--- src/rtl/pmc_pkg.sv ---
package pmc_pkg;

  typedef enum logic [1:0] {
    PM_RUN  = 2'd0,
    PM_IDLE = 2'd1,
    PM_HALT = 2'd2,
    PM_WARM = 2'd3
  } pm_state_e;

endpackage

--- src/rtl/pmc_rst_sync.sv ---
module pmc_rst_sync #(
  parameter int STAGES = 2
) (
  input  logic clk,
  input  logic rst_n,
  output logic rst_n_sync
);

  logic [STAGES-1:0] sync_q;
  logic [STAGES-1:0] sync_d;

  always_comb begin
    sync_d = {sync_q[STAGES-2:0], 1'b1};
  end

  always_ff @(posedge clk or negedge rst_n) begin
    if (!rst_n) begin
      sync_q <= '0;
    end else begin
      sync_q <= sync_d;
    end
  end

  assign rst_n_sync = sync_q[STAGES-1];

endmodule

--- src/rtl/pmc_prescaler.sv ---
module pmc_prescaler #(
  parameter int DIV_RATIO = 10
) (
  input  logic clk,
  input  logic rst_n,
  input  logic hold,
  output logic tick
);

  localparam int CNT_W = (DIV_RATIO > 2) ? $clog2(DIV_RATIO) : 1;
  localparam logic [CNT_W-1:0] LAST = CNT_W'(DIV_RATIO - 1);

  logic [CNT_W-1:0] cnt_q;
  logic [CNT_W-1:0] cnt_d;
  logic             at_last;

  assign at_last = (cnt_q == LAST);

  always_comb begin
    if (hold || at_last) begin
      cnt_d = '0;
    end else begin
      cnt_d = cnt_q + 1'b1;
    end
  end

  always_ff @(posedge clk or negedge rst_n) begin
    if (!rst_n) begin
      cnt_q <= '0;
    end else begin
      cnt_q <= cnt_d;
    end
  end

  assign tick = at_last && !hold;

endmodule

--- src/rtl/pmc_startup_timer.sv ---
module pmc_startup_timer #(
  parameter int STARTUP_TICKS = 256
) (
  input  logic clk,
  input  logic rst_n,
  input  logic load,
  input  logic step,
  output logic done
);

  localparam int CNT_W = $clog2(STARTUP_TICKS + 1);
  localparam logic [CNT_W-1:0] LOAD_VAL = CNT_W'(STARTUP_TICKS);
  localparam logic [CNT_W-1:0] ONE      = CNT_W'(1);

  logic [CNT_W-1:0] cnt_q;
  logic [CNT_W-1:0] cnt_d;
  logic             cnt_en;

  assign cnt_en = load || (step && (cnt_q != '0));

  always_comb begin
    if (load) begin
      cnt_d = LOAD_VAL;
    end else begin
      cnt_d = cnt_q - 1'b1;
    end
  end

  always_ff @(posedge clk or negedge rst_n) begin
    if (!rst_n) begin
      cnt_q <= LOAD_VAL;
    end else if (cnt_en) begin
      cnt_q <= cnt_d;
    end
  end

  assign done = step && !load && (cnt_q == ONE);

endmodule

--- src/rtl/pmc_mode_fsm.sv ---
module pmc_mode_fsm
  import pmc_pkg::*;
#(
  parameter bit HALT_ENABLE = 1'b1
) (
  input  logic      clk,
  input  logic      rst_n,
  input  logic      ctl_we,
  input  logic      ctl_halt,
  input  logic      ctl_idle,
  input  logic      wake,
  input  logic      warm_done,
  output pm_state_e state
);

  pm_state_e state_q;
  pm_state_e state_d;
  logic      halt_req;
  logic      idle_req;

  generate
    if (HALT_ENABLE) begin : g_halt_on
      assign halt_req = ctl_we && ctl_halt;
    end else begin : g_halt_off
      logic halt_unused;
      assign halt_unused = ctl_halt;
      assign halt_req    = 1'b0;
    end
  endgenerate

  assign idle_req = ctl_we && ctl_idle;

  always_comb begin
    state_d = state_q;
    unique case (state_q)
      PM_RUN: begin
        if (halt_req) begin
          state_d = PM_HALT;
        end else if (idle_req) begin
          state_d = PM_IDLE;
        end
      end
      PM_IDLE: begin
        if (wake) begin
          state_d = PM_RUN;
        end
      end
      PM_HALT: begin
        if (wake) begin
          state_d = PM_WARM;
        end
      end
      PM_WARM: begin
        if (warm_done) begin
          state_d = PM_RUN;
        end
      end
      default: state_d = PM_RUN;
    endcase
  end

  always_ff @(posedge clk or negedge rst_n) begin
    if (!rst_n) begin
      state_q <= PM_RUN;
    end else begin
      state_q <= state_d;
    end
  end

  assign state = state_q;

endmodule

--- src/rtl/pmc_power_ctrl.sv ---
module pmc_power_ctrl
  import pmc_pkg::*;
#(
  parameter int DIV_RATIO     = 10,
  parameter int STARTUP_TICKS = 256,
  parameter bit HALT_ENABLE   = 1'b1,
  parameter int SYNC_STAGES   = 2
) (
  input  logic clk,
  input  logic rst_n,
  input  logic ctl_we,
  input  logic ctl_halt,
  input  logic ctl_idle,
  input  logic wake,
  output logic osc_en,
  output logic core_clk_en,
  output logic t0_clk_en,
  output logic tc_tick,
  output logic halt_flag,
  output logic idle_flag
);

  pm_state_e state;
  logic      rst_n_int;
  logic      pre_hold;
  logic      pre_tick;
  logic      warm_load;
  logic      warm_done;

  pmc_rst_sync #(
    .STAGES (SYNC_STAGES)
  ) u_rst_sync (
    .clk        (clk),
    .rst_n      (rst_n),
    .rst_n_sync (rst_n_int)
  );

  pmc_mode_fsm #(
    .HALT_ENABLE (HALT_ENABLE)
  ) u_fsm (
    .clk       (clk),
    .rst_n     (rst_n_int),
    .ctl_we    (ctl_we),
    .ctl_halt  (ctl_halt),
    .ctl_idle  (ctl_idle),
    .wake      (wake),
    .warm_done (warm_done),
    .state     (state)
  );

  assign pre_hold  = (state == PM_HALT);
  assign warm_load = (state != PM_WARM);

  pmc_prescaler #(
    .DIV_RATIO (DIV_RATIO)
  ) u_prescaler (
    .clk   (clk),
    .rst_n (rst_n_int),
    .hold  (pre_hold),
    .tick  (pre_tick)
  );

  pmc_startup_timer #(
    .STARTUP_TICKS (STARTUP_TICKS)
  ) u_startup (
    .clk   (clk),
    .rst_n (rst_n_int),
    .load  (warm_load),
    .step  (pre_tick),
    .done  (warm_done)
  );

  always_comb begin
    osc_en      = 1'b1;
    core_clk_en = 1'b0;
    t0_clk_en   = 1'b0;
    halt_flag   = 1'b0;
    idle_flag   = 1'b0;
    unique case (state)
      PM_RUN: begin
        core_clk_en = 1'b1;
        t0_clk_en   = 1'b1;
      end
      PM_IDLE: begin
        t0_clk_en = 1'b1;
        idle_flag = 1'b1;
      end
      PM_HALT: begin
        osc_en    = 1'b0;
        halt_flag = 1'b1;
      end
      PM_WARM: begin
        halt_flag = 1'b1;
      end
      default: begin
        core_clk_en = 1'b1;
        t0_clk_en   = 1'b1;
      end
    endcase
  end

  assign tc_tick = pre_tick;

endmodule

--- config.mk ---
export PLATFORM = sky130hd
export DESIGN_NAME = pmc_power_ctrl
export DESIGN_NICKNAME = d
export VERILOG_FILES = /design/src/rtl/pmc_pkg.sv /design/src/rtl/pmc_rst_sync.sv /design/src/rtl/pmc_prescaler.sv /design/src/rtl/pmc_startup_timer.sv /design/src/rtl/pmc_mode_fsm.sv /design/src/rtl/pmc_power_ctrl.sv
export SDC_FILE = /design/constraint.sdc
export NUM_CORES = 1
export LEC_CHECK = 0
export BUFFER_PORTS_ARGS = -buffer_cell sky130_fd_sc_hd__buf_2
export CORE_ASPECT_RATIO = 0.5
export CORE_MARGIN = 8
export CORE_UTILIZATION = 35
export CTS_CLUSTER_SIZE = 16
export DETAILED_ROUTE_END_ITERATION = 16
export GPL_TIMING_DRIVEN = 0
export PLACE_DENSITY_LB_ADDON = 0.1
export SLEW_MARGIN = 15
export SYNTH_ARGS = -nofsm -noshare
export SYNTH_HDL_FRONTEND = slang
export SYNTH_HIERARCHICAL = 1
export SYNTH_SLANG_ARGS = --single-unit
--- constraint.sdc ---
create_clock -name clk -period 1.2 [get_ports clk]
set_input_delay 0.12 -clock clk [delete_from_list [all_inputs] [get_ports clk]]
set_output_delay 0.12 -clock clk [all_outputs]
set_load 0.1 [all_outputs]
==> results.txt, run 1 <==
Wire per inst - 14.8 µm
Initial Utilization - 0.368
Post-synth top flop - dfrtp_1
Post-Layout Cell Count - 168
Final hold slack - 120 ps
CP Launch Type - register
Largest net degree at the start of global routing - 16
Die area - 4750 µm²
Number of port buffers - 11
Met1 Track Usage GR - 0.130
TritonRoute pass-1 iters - 4
Power per Cell Area - 2320 nW/µm²
Sw Ratio - 0.437
Tcrit/Tclk final - 1.67
Clock Skews - 4.16 ps
Total number of yosys warnings - 6
Layout net count - 143
Max IR drop VDD - 1100 µV
Failing checks - negative setup slack
Met3 Usage GRT - 0.0535
Critical-path top delay cell - or4b_1
Min-Delay Path Class - primary input to register
First-pass GRT wire length - 3.82 mm
Die width - 89.8 µm
CP Class - register to register
ANT cells - 0
TritonCTS clock tree - done
Fmax - 500 MHz
Synth-to-Final Area Change - 53.6%
Total track usage - 0.101
GRT overflow - 0
Initial antenna violation count - 0
Final hold viol count - 0
Worst Tran Pin Value - 637 ps
Count of cell types in the netlist - 40
LEAKAGE - 0.638 nW
Total Routed Length - 2.49 mm
Worst setup margin - -801 ps
Register area share after synthesis - 0.448
Syn_area_per_cell - 9.52 µm²
Synth Instances - 100
Cell Int Power - 1.91 mW
Clk_lat worst skew - 260 ps
Vias in the first global route - 784
CP bufs+invs - 1
DIE HEIGHT - 52.9 µm
Top-area cell type share of the netlist area - 0.420
Max Slew Vio Count - 0
DRT iter0 DRCs - 70
Worst path cell trace - inv_2 -> ha_4 -> nand2_4 -> nor3_4 -> or4b_1 -> or4_1 -> a21oi_1
Post-synth EDFFs - 0
DRT antenna net count - 0
CTS root buf - clkbuf_8
RePlAce Congestion - 0.804
Ports - 12
Post-synth ARST share - 1.00
Mapped Nets - 111
Number of cell rows - 13
Via count - 856
RSZ-0062 raised after global routing - true
DP Cell Count - 148
CP top delay family - simple AND/OR/NAND/NOR gates
Most used routing layer - met2
Reg power frac - 0.317
Max incr delay on CP - 480 ps
Core box area - 2590 µm²
Post-route design area - 1460 µm²
Max Fanout on Critical Path - 4
Clock share of power - 0.128
H-tree Lvls - 1
Clock Pin Slew Worst Setup and Hold Paths - 70 ps
Post-DP HPWL - 1.47 mm
Count leader, synth - dfrtp_1
Outcome - finished, violations left
CTS Sinks - 17
Switch Pwr - 1.48 mW
Drc violations - 0
Layout cells sized above 1 - 0.473
Crit. End Element - register
GR Layer Usage met2 - 0.146
Placed Area - 1090 µm²
Setup-failing EPs final - 19
Commonest cells post-synth - 16 x dfrtp_1, 10 x nand2_1, 8 x a21oi_1, 8 x nor2_1, 6 x o21ai_0
Ranking of synthesized cells by area - dfrtp_1 42%, ha_1 6.6%, a21oi_1 4.2%
TritonCTS Buffers - 3
Gate power share - 0.554
Slew margin rel. - 0.576
Number of synthesized register bits - 17
Routed vias/inst - 5.10
Min cycle time layout - 2000 ps
Critical Path RT - 1370 ps
Mapped cell area - 952 µm²
Longest Clk Path Bufs - 2
Max-cap viol count - 0
Data arrival time of the worst path - 2170 ps
Largest area contributor in the netlist - dfrtp_1
-- final timing paths --
| kind | from | endpoint | slack, ps | depth (start not counted) |
|---|---|---|---|---|
| max in group asynchronous | u_rst_sync/sync_q[1] | u_fsm/state[1] | 490 | 0 |
| worst min-delay path | ctl_halt | u_fsm/state[1] | 120 | 3 |
| worst max register to register | u_prescaler/cnt_q[1] | u_startup/cnt_q[7] | -800 | 7 |
| worst min register to register | u_rst_sync/sync_q[1] | u_startup/cnt_q[7] | 260 | 0 |
| min in group asynchronous | rst_n | u_rst_sync/sync_q[0] | 180 | 2 |
| worst max-delay path | u_prescaler/cnt_q[1] | u_startup/cnt_q[7] | -800 | 7 |
-- state kept, by name, summed over array words and instances, names as in the netlist --
| signal | flops |
|---|---|
| u_startup/cnt_q | 9 |
| u_fsm/state | 2 |
| u_rst_sync/sync_q | 2 |
| u_prescaler/cnt_q | 4 |
-- cells by family after synthesis --
logic type / after synthesis / synth area share
other: 1 / 0.00394
buffers and inverters: 8 / 0.0394
adders and majority gates: 5 / 0.0657
muxes: 2 / 0.0223
AOI/OAI and AO/OA: 24 / 0.163
DFF: 17 / 0.448
and+or+nand+nor: 43 / 0.258
-- routing by layer --
metal  up-vias  routed length, µm
met2        32               1130
li1        423                  -
met4         0                  8
met1       399               1150
met5         -                  0
met3         2                195
-- power by group through the flow --
stage / Clock, mW / Combinational, mW / Sequential [mW]
2_1_floorplan: 0 / 0.989 / 1.03
3_3_place_gp: 0 / 1.19 / 1.10
3_5_place_dp: 0 / 1.17 / 1.09
4_1_cts: 0.454 / 1.59 / 1.05
5_1_grt: 0.495 / 2.04 / 1.12
6_report: 0.436 / 1.88 / 1.08
-- worst register-to-register path: stages, from the launching register on --
cell	delay [ps]
dfrtp_1	390
inv_2	70
ha_4	130
nand2_4	50
nor3_4	180
or4b_1	480
or4_1	430
a21oi_1	190
-- through the flow --
stage | util | setup TNS (ps) | worst slack [ps] | power (mW)
after floorplan | - | -13430 | -1450 | 2.02
after global placement | 0.421 | -9010 | -967 | 2.29
after detailed placement | 0.421 | -8890 | -975 | 2.27
after CTS | 0.530 | -6850 | -745 | 3.10
after global routing | 0.566 | -7860 | -838 | 3.65
final | 0.566 | -6440 | -801 | 3.39
-- cell type report --
class                   instances  area, µm²
repair buffers                 27        275
well taps                      37       46.3
clock buffers                   3       41.3
flip-flops and latches         17        429
clock inverters                 1       5.00
fillers                       199       1120
inverters                       5       18.8
multi-input cells              75        627
plain buffers                   3       20.0
-- cell usage in the layout (no fill, tap or decap), types with 2 or more instances in the layout --
cell,instances
buf_12,6
ha_4,3
a21oi_2,2
o21ai_0,3
ha_1,2
nand3_1,2
a31oi_1,2
buf_6,3
a21oi_1,6
dfrtp_1,14
nand2_1,8
clkbuf_8,3
dfrtp_2,2
o21ai_1,2
inv_1,2
nor3_1,2
nor2_1,7
buf_2,5
buf_4,13
nor2b_4,2
inv_2,3
or3_1,2
or4_4,2
-- what timing repair did --
item,in CTS,in global routing
buffers inserted,9,9
resized for setup,42,12
pin swaps,7,7
endpoints found under the setup margin,21,19
hold buffers,1,0
endpoints found under the hold margin,2,0
Power figures use the tool's default switching activity.
==> run 2, diff against run 1 <==
--- a/config.mk
+++ b/config.mk
@@ -13,6 +13,7 @@
 export DETAILED_ROUTE_END_ITERATION = 16
 export GPL_TIMING_DRIVEN = 0
 export PLACE_DENSITY_LB_ADDON = 0.1
+export SETUP_SLACK_MARGIN = 0.15
 export SLEW_MARGIN = 15
 export SYNTH_ARGS = -nofsm -noshare
 export SYNTH_HDL_FRONTEND = slang
==> constraint.sdc (replaced) <==
create_clock -name clk -period 1.2 [get_ports clk]
set_input_delay 0.06 -clock clk [delete_from_list [all_inputs] [get_ports clk]]
set_output_delay 0.06 -clock clk [all_outputs]
set_load 0.1 [all_outputs]
==> run 2 against run 1 <==
Net effect:
- the flow still finishes with violations (negative setup slack)
- total power grew 6.5%
- first-iteration DRC count shrank 46%
- critical endpoint unchanged
- non-clock buffer count grew 6
- utilization grew 5.2 points
- worst setup slack gained 19 ps
- highest routed layer unchanged
- via count grew 5.5%
- clock power grew 0.9%
- maximum frequency grew 0.95%
==> results.txt, run 2 (same netlist as run 1, synthesis figures left out) <==
CP Launch Type - register (unchanged)
CP Class - register to register (unchanged)
TritonRoute pass-1 iters - 4 (unchanged)
Total Routed Length - 2.77 mm (was 2.49 mm)
Data arrival time of the worst path - 2170 ps (about the same)
Slew margin rel. - 0.575 (was 0.576)
Power per Cell Area - 2260 nW/µm² (was 2320 nW/µm²)
ANT cells - 0 (unchanged)
Longest Clk Path Bufs - 2 (unchanged)
Most frequent cells in the layout - 14 x dfrtp_1, 12 x buf_4, 8 x nand2_1, 8 x buf_12 (was 14 x dfrtp_1, 13 x buf_4, 8 x nand2_1, 7 x nor2_1)
Die area - 4750 µm² (unchanged)
GR Layer Usage met2 - 0.212 (was 0.146)
Gate power share - 0.577 (was 0.554)
Critical Path RT - 1390 ps (was 1370 ps)
Failing checks - negative setup slack (unchanged)
Reg power frac - 0.301 (was 0.317)
Sum Neg Setup Slack - -6980 ps (was -6440 ps)
Worst Tran Pin Value - 638 ps (was 637 ps)
Max Slew Vio Count - 0 (unchanged)
Via count - 903 (was 856)
Placed Area - 1090 µm² (about the same)
DRT iter0 DRCs - 38 (was 70)
Regs by FF count - u_startup/cnt_q x9, u_prescaler/cnt_q x4 (unchanged)
Max reg flops - 9 (unchanged)
Crit. End Element - register (unchanged)
Clk_lat worst skew - 260 ps (about the same)
Total track usage - 0.120 (was 0.101)
Post-Layout Cell Count - 174 (was 168)
Setup-failing EPs final - 20 (was 19)
LEAKAGE - 0.695 nW (was 0.638 nW)
Met1 Track Usage GR - 0.135 (was 0.130)
Number of port buffers - 11 (unchanged)
Final hold viol count - 0 (unchanged)
Critical-path top delay cell - or4b_4 (was or4b_1)
Top reg by flops - u_startup/cnt_q (unchanged)
TritonCTS clock tree - done (unchanged)
Min cycle time layout - 1980 ps (was 2000 ps)
Worst path cell trace - inv_2 -> ha_4 -> nand2_4 -> nor3_4 -> or4b_4 -> or4_4 -> a21oi_2 (was inv_2 -> ha_4 -> nand2_4 -> nor3_4 -> or4b_1 -> or4_1 -> a21oi_1)
Layout cells sized above 1 - 0.540 (was 0.473)
Vias in the first global route - 886 (was 784)
Initial antenna violation count - 0 (unchanged)
Most used routing layer - met2 (unchanged)
Number of cell rows - 13 (unchanged)
H-tree Lvls - 1 (unchanged)
Final core utilization - 0.618 (was 0.566)
Clock Skews - 1.45 ps (was 4.16 ps)
Cell Int Power - 2.06 mW (was 1.91 mW)
Layout net count - 149 (was 143)
Wire per inst - 15.9 µm (was 14.8 µm)
Met3 Usage GRT - 0.0380 (was 0.0535)
GRT overflow - 0 (unchanged)
Outcome - finished, violations left (unchanged)
Ports - 12 (unchanged)
Clock share of power - 0.122 (was 0.128)
Tcrit/Tclk final - 1.65 (was 1.67)
DRT antenna net count - 0 (unchanged)
CP top delay family - simple AND/OR/NAND/NOR gates (unchanged)
Post-DP HPWL - 1.48 mm (was 1.47 mm)
Die width - 89.8 µm (unchanged)
Final Total Pwr - 3.61 mW (was 3.39 mW)
Synth-to-Final Area Change - 67.8% (was 53.6%)
CP bufs+invs - 1 (unchanged)
Routed vias/inst - 5.19 (was 5.10)
RePlAce Congestion - 0.778 (was 0.804)
Fmax - 504 MHz (was 500 MHz)
CTS root buf - clkbuf_8 (unchanged)
Clock Pin Slew Worst Setup and Hold Paths - 70 ps (about the same)
Worst setup margin - -782 ps (was -801 ps)
CTS Sinks - 17 (unchanged)
Max IR drop VDD - 919 µV (was 1100 µV)
RSZ-0062 raised after global routing - true (unchanged)
Largest net degree at the start of global routing - 16 (unchanged)
DP Cell Count - 148 (unchanged)
Max Fanout on Critical Path - 4 (unchanged)
Max incr delay on CP - 500 ps (was 480 ps)
Most common cell after layout, fill and taps aside - dfrtp_1 (unchanged)
Core box area - 2590 µm² (unchanged)
Min-Delay Path Class - primary input to register (unchanged)
Initial Utilization - 0.368 (unchanged)
TritonCTS Buffers - 3 (unchanged)
Max-cap viol count - 0 (unchanged)
DIE HEIGHT - 52.9 µm (unchanged)
Fill cell count - 203 (was 199)
Switch Pwr - 1.55 mW (was 1.48 mW)
Sw Ratio - 0.429 (was 0.437)
Post-route design area - 1600 µm² (was 1460 µm²)
First-pass GRT wire length - 4.45 mm (was 3.82 mm)
Drc violations - 0 (unchanged)
## run 2: area by class of cell
cell class | count | area (µm²) | share of cell area
plain buffers | 3 | 30.0 | 0.0188
repair buffers | 33 | 368 | 0.230
flip-flops and latches | 17 | 429 | 0.269
clock buffers | 4 | 45.0 | 0.0282
multi-input cells | 75 | 648 | 0.406
inverters | 5 | 31.3 | 0.0196
well taps | 37 | 46.3 | 0.0290
## run 2: stage by stage
step | setup WS (ps) | hold WS (ps)
floorplan | -1450 | -236
CTS | -809 | 57.8
finish | -782 | 90.2
detailed placement | -958 | -151
global placement | -955 | -155
global route | -837 | 117
## run 2: worst paths after layout
kind	startpoint	endpoint	slack (ps)	cells past startpoint
min	ctl_halt	u_fsm/state[1]	90	3
min in group asynchronous	rst_n	u_rst_sync/sync_q[0]	110	2
min reg2reg	u_rst_sync/sync_q[1]	u_startup/cnt_q[2]	260	0
max reg2reg	u_prescaler/cnt_q[1]	u_startup/cnt_q[7]	-780	7
max in group asynchronous	u_rst_sync/sync_q[1]	u_fsm/state[1]	490	0
max	u_prescaler/cnt_q[1]	u_startup/cnt_q[7]	-780	7
## run 2: worst reg2reg max path, cell delays in order, from the launching register on
cell,delay [ps]
dfrtp_1,400
inv_2,80
ha_4,140
nand2_4,50
nor3_4,190
or4b_4,500
or4_4,420
a21oi_2,120
## run 2: layer usage
| metal | share of wire | wire [µm] | vias up |
|---|---|---|---|
| met5 | 0 | 0 | - |
| met4 | 0.022 | 62 | 0 |
| met3 | 0.044 | 122 | 6 |
| met2 | 0.50 | 1380 | 22 |
| met1 | 0.44 | 1200 | 436 |
| li1 | - | - | 439 |
## run 2: power by group through the flow
stage / combinational, mW / clock, mW / sequential [mW]
after floorplan: 0.992 / 0 / 1.03
after global placement: 1.17 / 0 / 1.10
after detailed placement: 1.18 / 0 / 1.10
after CTS: 1.80 / 0.452 / 1.06
after global routing: 2.26 / 0.474 / 1.13
final: 2.08 / 0.440 / 1.09
## run 2: repair_timing
action | in CTS | in global routing
gates resized for setup | 52 | 20
hold endpoints to repair | 2 | 0
hold buffers | 1 | 0
endpoints found under the setup margin | 21 | 21
buffers inserted | 16 | 5
pin swaps | 7 | 7
